### src/rtl/ir_frame_tx_pkg.sv
package ir_frame_tx_pkg;

  localparam int BYTE_W  = 8;
  localparam int FRAME_W = 4 * BYTE_W;

  typedef enum logic [2:0] {
    ST_IDLE,
    ST_LEAD_MARK,
    ST_LEAD_SPACE,
    ST_BIT_MARK,
    ST_BIT_SPACE,
    ST_STOP_MARK,
    ST_GUARD
  } tx_state_t;

  function automatic int max_of(input int a, input int b);
    return (a > b) ? a : b;
  endfunction

endpackage

### src/rtl/ir_frame_tx_timer.sv
module ir_frame_tx_timer #(
  parameter int CW = 17
) (
  input  logic          clk,
  input  logic          rst,
  input  logic          tick,
  input  logic          load,
  input  logic [CW-1:0] load_val,
  output logic          expire
);

  logic [CW-1:0] cnt_q;

  // segment of N ticks: loaded with N-1, ends on the tick that finds zero
  assign expire = tick && (cnt_q == '0);

  always_ff @(posedge clk) begin
    if (rst) begin
      cnt_q <= '0;
    end else if (load) begin
      cnt_q <= load_val;
    end else if (tick && (cnt_q != '0)) begin
      cnt_q <= cnt_q - 1'b1;
    end
  end

endmodule

### src/rtl/ir_frame_tx_payload.sv
module ir_frame_tx_payload
  import ir_frame_tx_pkg::*;
(
  input  logic              clk,
  input  logic              rst,
  input  logic              load,
  input  logic              shift,
  input  logic [BYTE_W-1:0] addr,
  input  logic [BYTE_W-1:0] cmd,
  output logic              cur_bit,
  output logic              last_bit
);

  localparam int IDX_W = $clog2(FRAME_W);

  logic [FRAME_W-1:0] word;
  logic [FRAME_W-1:0] sr_q;
  logic [IDX_W-1:0]   idx_q;

  // byte lanes: 0 = addr, 1 = ~addr, 2 = cmd, 3 = ~cmd
  for (genvar b = 0; b < 4; b++) begin : g_lane
    if (b < 2) begin : g_addr
      if (b % 2 == 0) begin : g_true
        assign word[b*BYTE_W +: BYTE_W] = addr;
      end else begin : g_inv
        assign word[b*BYTE_W +: BYTE_W] = ~addr;
      end
    end else begin : g_cmd
      if (b % 2 == 0) begin : g_true
        assign word[b*BYTE_W +: BYTE_W] = cmd;
      end else begin : g_inv
        assign word[b*BYTE_W +: BYTE_W] = ~cmd;
      end
    end
  end

  always_ff @(posedge clk) begin
    if (rst) begin
      sr_q  <= '0;
      idx_q <= '0;
    end else if (load) begin
      sr_q  <= word;
      idx_q <= '0;
    end else if (shift) begin
      sr_q  <= {1'b0, sr_q[FRAME_W-1:1]};
      idx_q <= idx_q + 1'b1;
    end
  end

  assign cur_bit  = sr_q[0];
  assign last_bit = (idx_q == IDX_W'(FRAME_W - 1));

  AST_LOAD_SHIFT_EXCL: assert property (@(posedge clk) disable iff (rst)
    !(load && shift));

endmodule

### src/rtl/ir_frame_tx_ctrl.sv
module ir_frame_tx_ctrl
  import ir_frame_tx_pkg::*;
#(
  parameter int CW           = 17,
  parameter int LEAD_MARK_T  = 9000,
  parameter int LEAD_SPACE_T = 4500,
  parameter int RPT_SPACE_T  = 2250,
  parameter int BIT_MARK_T   = 560,
  parameter int ZERO_SPACE_T = 560,
  parameter int ONE_SPACE_T  = 1690,
  parameter int FRAME_GAP_T  = 40000,
  parameter int RPT_GAP_T    = 102000
) (
  input  logic          clk,
  input  logic          rst,
  input  logic          start_req,
  input  logic          rpt_req,
  input  logic          expire,
  input  logic          cur_bit,
  input  logic          last_bit,
  output logic          tmr_load,
  output logic [CW-1:0] tmr_val,
  output logic          pl_load,
  output logic          pl_shift,
  output logic          ir_out,
  output logic          busy,
  output logic          done
);

  tx_state_t st_q, st_d;
  logic      rpt_q, armed_q;
  logic      ir_q, busy_q, done_q;
  logic      is_mark_d;

  always_comb begin
    st_d = st_q;
    unique case (st_q)
      ST_IDLE:       if (start_req || (rpt_req && armed_q)) st_d = ST_LEAD_MARK;
      ST_LEAD_MARK:  if (expire) st_d = ST_LEAD_SPACE;
      ST_LEAD_SPACE: if (expire) st_d = rpt_q ? ST_STOP_MARK : ST_BIT_MARK;
      ST_BIT_MARK:   if (expire) st_d = ST_BIT_SPACE;
      ST_BIT_SPACE:  if (expire) st_d = last_bit ? ST_STOP_MARK : ST_BIT_MARK;
      ST_STOP_MARK:  if (expire) st_d = ST_GUARD;
      ST_GUARD:      if (expire) st_d = ST_IDLE;
      default:       st_d = ST_IDLE;
    endcase
  end

  // every transition opens a new segment
  assign tmr_load = (st_d != st_q);
  assign pl_load  = (st_q == ST_IDLE) && start_req;
  assign pl_shift = (st_q == ST_BIT_SPACE) && expire;

  always_comb begin
    tmr_val = '0;
    unique case (st_d)
      ST_LEAD_MARK:  tmr_val = CW'(LEAD_MARK_T - 1);
      ST_LEAD_SPACE: tmr_val = rpt_q ? CW'(RPT_SPACE_T - 1) : CW'(LEAD_SPACE_T - 1);
      ST_BIT_MARK,
      ST_STOP_MARK:  tmr_val = CW'(BIT_MARK_T - 1);
      ST_BIT_SPACE:  tmr_val = cur_bit ? CW'(ONE_SPACE_T - 1) : CW'(ZERO_SPACE_T - 1);
      ST_GUARD:      tmr_val = rpt_q ? CW'(RPT_GAP_T - 1) : CW'(FRAME_GAP_T - 1);
      default:       tmr_val = '0;
    endcase
  end

  assign is_mark_d = (st_d == ST_LEAD_MARK) || (st_d == ST_BIT_MARK) ||
                     (st_d == ST_STOP_MARK);

  always_ff @(posedge clk) begin
    if (rst) begin
      st_q    <= ST_IDLE;
      rpt_q   <= 1'b0;
      armed_q <= 1'b0;
      ir_q    <= 1'b1;
      busy_q  <= 1'b0;
      done_q  <= 1'b0;
    end else begin
      st_q   <= st_d;
      ir_q   <= !is_mark_d;
      busy_q <= (st_d != ST_IDLE);
      done_q <= (st_q == ST_GUARD) && (st_d == ST_IDLE);
      if (st_q == ST_IDLE) begin
        rpt_q <= !start_req;
      end
      if ((st_q == ST_GUARD) && (st_d == ST_IDLE) && !rpt_q) begin
        armed_q <= 1'b1;
      end
    end
  end

  assign ir_out = ir_q;
  assign busy   = busy_q;
  assign done   = done_q;

  AST_IDLE_LINE_HIGH: assert property (@(posedge clk) disable iff (rst)
    !busy |-> ir_out);
  AST_LEAD_STARTS_LOW: assert property (@(posedge clk) disable iff (rst)
    $rose(busy) |-> !ir_out);
  AST_DONE_SINGLE: assert property (@(posedge clk) disable iff (rst)
    done |=> !done);
  AST_DONE_ENDS_BUSY: assert property (@(posedge clk) disable iff (rst)
    done |-> (!busy && $past(busy)));
  AST_RPT_NEEDS_ARM: assert property (@(posedge clk) disable iff (rst)
    ($rose(busy) && !armed_q) |-> !rpt_q);

endmodule

### src/rtl/ir_frame_tx.sv
module ir_frame_tx
  import ir_frame_tx_pkg::*;
#(
  parameter int LEAD_MARK_T  = 9000,
  parameter int LEAD_SPACE_T = 4500,
  parameter int RPT_SPACE_T  = 2250,
  parameter int BIT_MARK_T   = 560,
  parameter int ZERO_SPACE_T = 560,
  parameter int ONE_SPACE_T  = 1690,
  parameter int FRAME_GAP_T  = 40000,
  parameter int RPT_GAP_T    = 102000
) (
  input  logic        clk,
  input  logic        rst,
  input  logic        tick_us,
  input  logic        start_req,
  input  logic        rpt_req,
  input  logic [7:0]  addr_in,
  input  logic [7:0]  cmd_in,
  output logic        ir_out,
  output logic        busy,
  output logic        done
);

  localparam int MAX_T = max_of(max_of(max_of(LEAD_MARK_T, LEAD_SPACE_T),
                                       max_of(FRAME_GAP_T, RPT_GAP_T)),
                                max_of(max_of(ONE_SPACE_T, ZERO_SPACE_T),
                                       max_of(BIT_MARK_T, RPT_SPACE_T)));
  localparam int CW = $clog2(MAX_T + 1);

  logic          expire, tmr_load, pl_load, pl_shift, cur_bit, last_bit;
  logic [CW-1:0] tmr_val;

  ir_frame_tx_timer #(.CW(CW)) i_timer (
    .clk      (clk),
    .rst      (rst),
    .tick     (tick_us),
    .load     (tmr_load),
    .load_val (tmr_val),
    .expire   (expire)
  );

  ir_frame_tx_payload i_payload (
    .clk      (clk),
    .rst      (rst),
    .load     (pl_load),
    .shift    (pl_shift),
    .addr     (addr_in),
    .cmd      (cmd_in),
    .cur_bit  (cur_bit),
    .last_bit (last_bit)
  );

  ir_frame_tx_ctrl #(
    .CW           (CW),
    .LEAD_MARK_T  (LEAD_MARK_T),
    .LEAD_SPACE_T (LEAD_SPACE_T),
    .RPT_SPACE_T  (RPT_SPACE_T),
    .BIT_MARK_T   (BIT_MARK_T),
    .ZERO_SPACE_T (ZERO_SPACE_T),
    .ONE_SPACE_T  (ONE_SPACE_T),
    .FRAME_GAP_T  (FRAME_GAP_T),
    .RPT_GAP_T    (RPT_GAP_T)
  ) i_ctrl (
    .clk       (clk),
    .rst       (rst),
    .start_req (start_req),
    .rpt_req   (rpt_req),
    .expire    (expire),
    .cur_bit   (cur_bit),
    .last_bit  (last_bit),
    .tmr_load  (tmr_load),
    .tmr_val   (tmr_val),
    .pl_load   (pl_load),
    .pl_shift  (pl_shift),
    .ir_out    (ir_out),
    .busy      (busy),
    .done      (done)
  );

endmodule

### config.mk
export PLATFORM = sky130hd
export DESIGN_NAME = ir_frame_tx
export DESIGN_NICKNAME = d
export VERILOG_FILES = /design/src/rtl/ir_frame_tx_pkg.sv /design/src/rtl/ir_frame_tx_timer.sv /design/src/rtl/ir_frame_tx_payload.sv /design/src/rtl/ir_frame_tx_ctrl.sv /design/src/rtl/ir_frame_tx.sv
export SDC_FILE = /design/constraint.sdc
export NUM_CORES = 1
export LEC_CHECK = 0
export BUFFER_PORTS_ARGS = -buffer_cell sky130_fd_sc_hd__buf_2
export CAP_MARGIN = 10
export CORE_MARGIN = 8
export CORE_UTILIZATION = 45
export DETAILED_ROUTE_END_ITERATION = 8
export SYNTH_ARGS = -nofsm -noshare
export SYNTH_HDL_FRONTEND = slang
export SYNTH_SLANG_ARGS = --single-unit
### constraint.sdc
create_clock -name clk -period 3.4 [get_ports clk]
set_input_delay 0.34 -clock clk [delete_from_list [all_inputs] [get_ports clk]]
set_output_delay 0.34 -clock clk [all_outputs]
set_load 0.02 [all_outputs]
==> flow_summary.yaml <==
synth:
  synth.net_count: 376
  synth_edf_count: 0
  ys_ff_latch: 62
  syn_avg_cell_area_um2: 9.004
  synth_warnings: 0
  yosysTopAreaCell: "dfxtp_1"
  synthTopCellsByCount: "dfxtp_1 (62), nor2_1 (62), a21oi_1 (27)"
  yosys_most_used_dff: "dfxtp_1"
  yosysSeqAreaShare: 0.3927
  syn_inst: 351
  synthArstFlopShare: 0
  netlist_area_um2: 3161
  yosysUniqueCellTypes: 60
  synth_top_area_frac: 0.3927
  synth_area_leaders: "dfxtp_1 (39%), nor2_1 (7.4%), mux2_2 (6.1%), mux2i_1 (6.0%), a211oi_1 (5.2%)"
grt:
  grt_pass1_wl_um: 12280
  antenna_found_initial: 0
  overflow: 0
  grt_util_met1: 0.1849
  grt_use_total: 0.1541
  met2_usage: 0.2381
  met3_usage: 0.05467
  top_usage_layer: "met2"
  grt_max_degree: 51
  grt_pass1_vias: 2507
floorplanning:
  core_um2: 6794
  start_util: 0.4652
  io_pins: 24
  rows: 30
  die_x_um: 99.81
  dieArea_um2: 9961
  die_y_um: 99.81
cells_and_area:
  seq_area_um2: 1241
  nets: 394
  multi_input_area_um2: 1800
  area_growth_pct: 12.91
  nFillCells: 660
  antenna_cells: 0
  layout-drive-gt1-share: 0.2086
setup_path:
  path_class: "register to register"
  critPathLaunchType: "register"
  crit_arrival_ns: 2.70
  cp_slowest_cell: "o311ai_1"
  worstPathRequired_ns: 3.61
  crit_path_max_fanout: 7
  endpoint_kind: "register"
  crit_chain: "nor3_2, nand3_1, o311ai_1, o2111ai_1, a21boi_2, a221oi_2"
  cpPeakStageDelay_ns: 0.60
clock_tree:
  clockBufferDepth: 2
  postCtsSetupBuffers: 0
  numCtsBuffers: 9
  clk_latency_ns: 0.36
  cts_sinks: 62
  cts_tree: "done"
  ctsRootBufferMaster: "clkbuf_8"
  ctsHoldBuffers: 0
  path_clk_slew_ns: 0.08
  cts-htree-levels: 3
  cts_resized: 0
timing:
  finalSetupViolCount: 0
  final_critical_path_setup_slack_ns: 0.9135
  fin_worst_skew_ns: 0.01288
  clock.fmax_mhz: 402.2
  post-route-period-util: 0.7313
  slew_headroom: 0.5213
  fin_setup_tns_ns: 0
  hold_viol: 0
  worstMarginPinSlew_ns: 0.7133
  min_period_ns: 2.487
  rsz0062_at_grt: "false"
  slew_viol_final: 0
power:
  p_int_mw: 1.425
  pwr-share-clk: 0.361
  p_comb_frac: 0.222
  p_per_area_nw_per_um2: 589.9
  p_seq_frac: 0.417
  peakVddDrop_v: 0.0002886
  swShare: 0.3229
  power.net_switching_mw: 0.6798
  p_leak_nw: 1.287
detailed_routing:
  wl_per_cell_um: 14.95
  firstDrtPassIters: 4
  vias: 2583
  post-route-drc-count: 0
  routed_wl_um: 7028
  ant_nets: 0
  viasPerCell: 5.496
  drt_iter0_markers: 143
place:
  dp_slack_ns: 0.9470
  gp_congestion: 0.9253
  place.port_buffers: 23
  dp_hpwl_um: 4768
min_path:
  hold_class: "input pin to register"
flow_run:
  cap_violations: 0
outcome:
  outcome: "finished, final reports clean"
per-stage QoR:
stage          area (um2)  utilization  hold WS [ns]  instances  power, mW
6_report             3568       0.5252        0.2867        470      2.105
3_3_place_gp         3338       0.4913        0.4574        454      1.354
4_1_cts              3568       0.5252        0.2733        470      2.116
3_5_place_dp         3338       0.4913        0.4653        454      1.356
5_1_grt              3568       0.5252        0.2871        470      2.213
2_1_floorplan        3161            -        0.4407        351      1.242
flip-flops by register name (all words and copies together) (netlist names):
signal	cells
i_payload.sr_q	32
i_ctrl.armed_q	1
i_ctrl.busy	1
i_ctrl.st_q	3
i_timer.cnt_q	17
i_payload.idx_q	5
i_ctrl.done	1
i_ctrl.ir_out	1
i_ctrl.rpt_q	1
cells by family (layout without fill, tap and decap cells):
family / count (synthesis) / after routing / share of synthesized area
xor+xnor: 15 / 15 / 0.04157
fa+ha+maj: 5 / 5 / 0.01900
simple gates: 123 / 123 / 0.1888
buf+inv: 26 / 49 / 0.03959
mux: 36 / 36 / 0.1207
flops: 62 / 62 / 0.3927
compound gates: 84 / 84 / 0.1975
final timing paths:
path | end | slack, ns | cells past startpoint | start
hold reg to reg | i_ctrl.armed_q$_SDFFE_PP0P_ | 0.48 | 2 | i_ctrl.armed_q$_SDFFE_PP0P_
setup / recovery | i_timer.cnt_q[1]$_SDFFE_PP0P_ | 0.91 | 6 | i_timer.cnt_q[10]$_SDFFE_PP0P_
setup reg to reg | i_timer.cnt_q[1]$_SDFFE_PP0P_ | 0.91 | 6 | i_timer.cnt_q[10]$_SDFFE_PP0P_
hold / removal | i_payload.sr_q[29]$_SDFFE_PP0P_ | 0.29 | 4 | cmd_in[5]
power groups by stage:
stage	sequential (mW)	combinational, mW	clock (mW)
floorplan	0.874	0.368	0
global placement	0.893	0.461	0
detailed placement	0.893	0.462	0
CTS	0.877	0.465	0.774
global route	0.889	0.520	0.804
finish	0.878	0.467	0.760
area by class of cell:
cell class | instances | share of cell area
inverter | 7 | 0.007363
clock inverter | 6 | 0.02595
tap | 96 | 0.03366
clock buffer | 10 | 0.03857
timing repair buffer | 26 | 0.04208
multi-input combinational | 263 | 0.5046
sequential | 62 | 0.3478
worst max-delay path, delay by kind of cell, from the launching register on:
kind,cells,cell delay [ns]
AND/OR/NAND/NOR,2,0.67
flip-flops,1,0.36
AO/OA/AOI/OAI,4,1.32
metal layers:
layer  routed length, um  up-vias
li1                    -     1313
met1                3278     1187
met2                3198       67
met3                 376       16
met4                 174        0
met5                   0        -
cells in the final DEF (no fill, tap or decap), types with 6 or more instances in the layout:
cell type,count
dfxtp_1,62
xor2_1,6
clkbuf_8,10
nand3_1,7
a21oi_1,27
xnor2_1,9
nor4_1,7
nor2_1,62
a211oi_1,22
mux2i_1,19
nand2_1,20
buf_2,23
inv_1,6
mux2_2,17
Power figures use the tool's default switching activity.
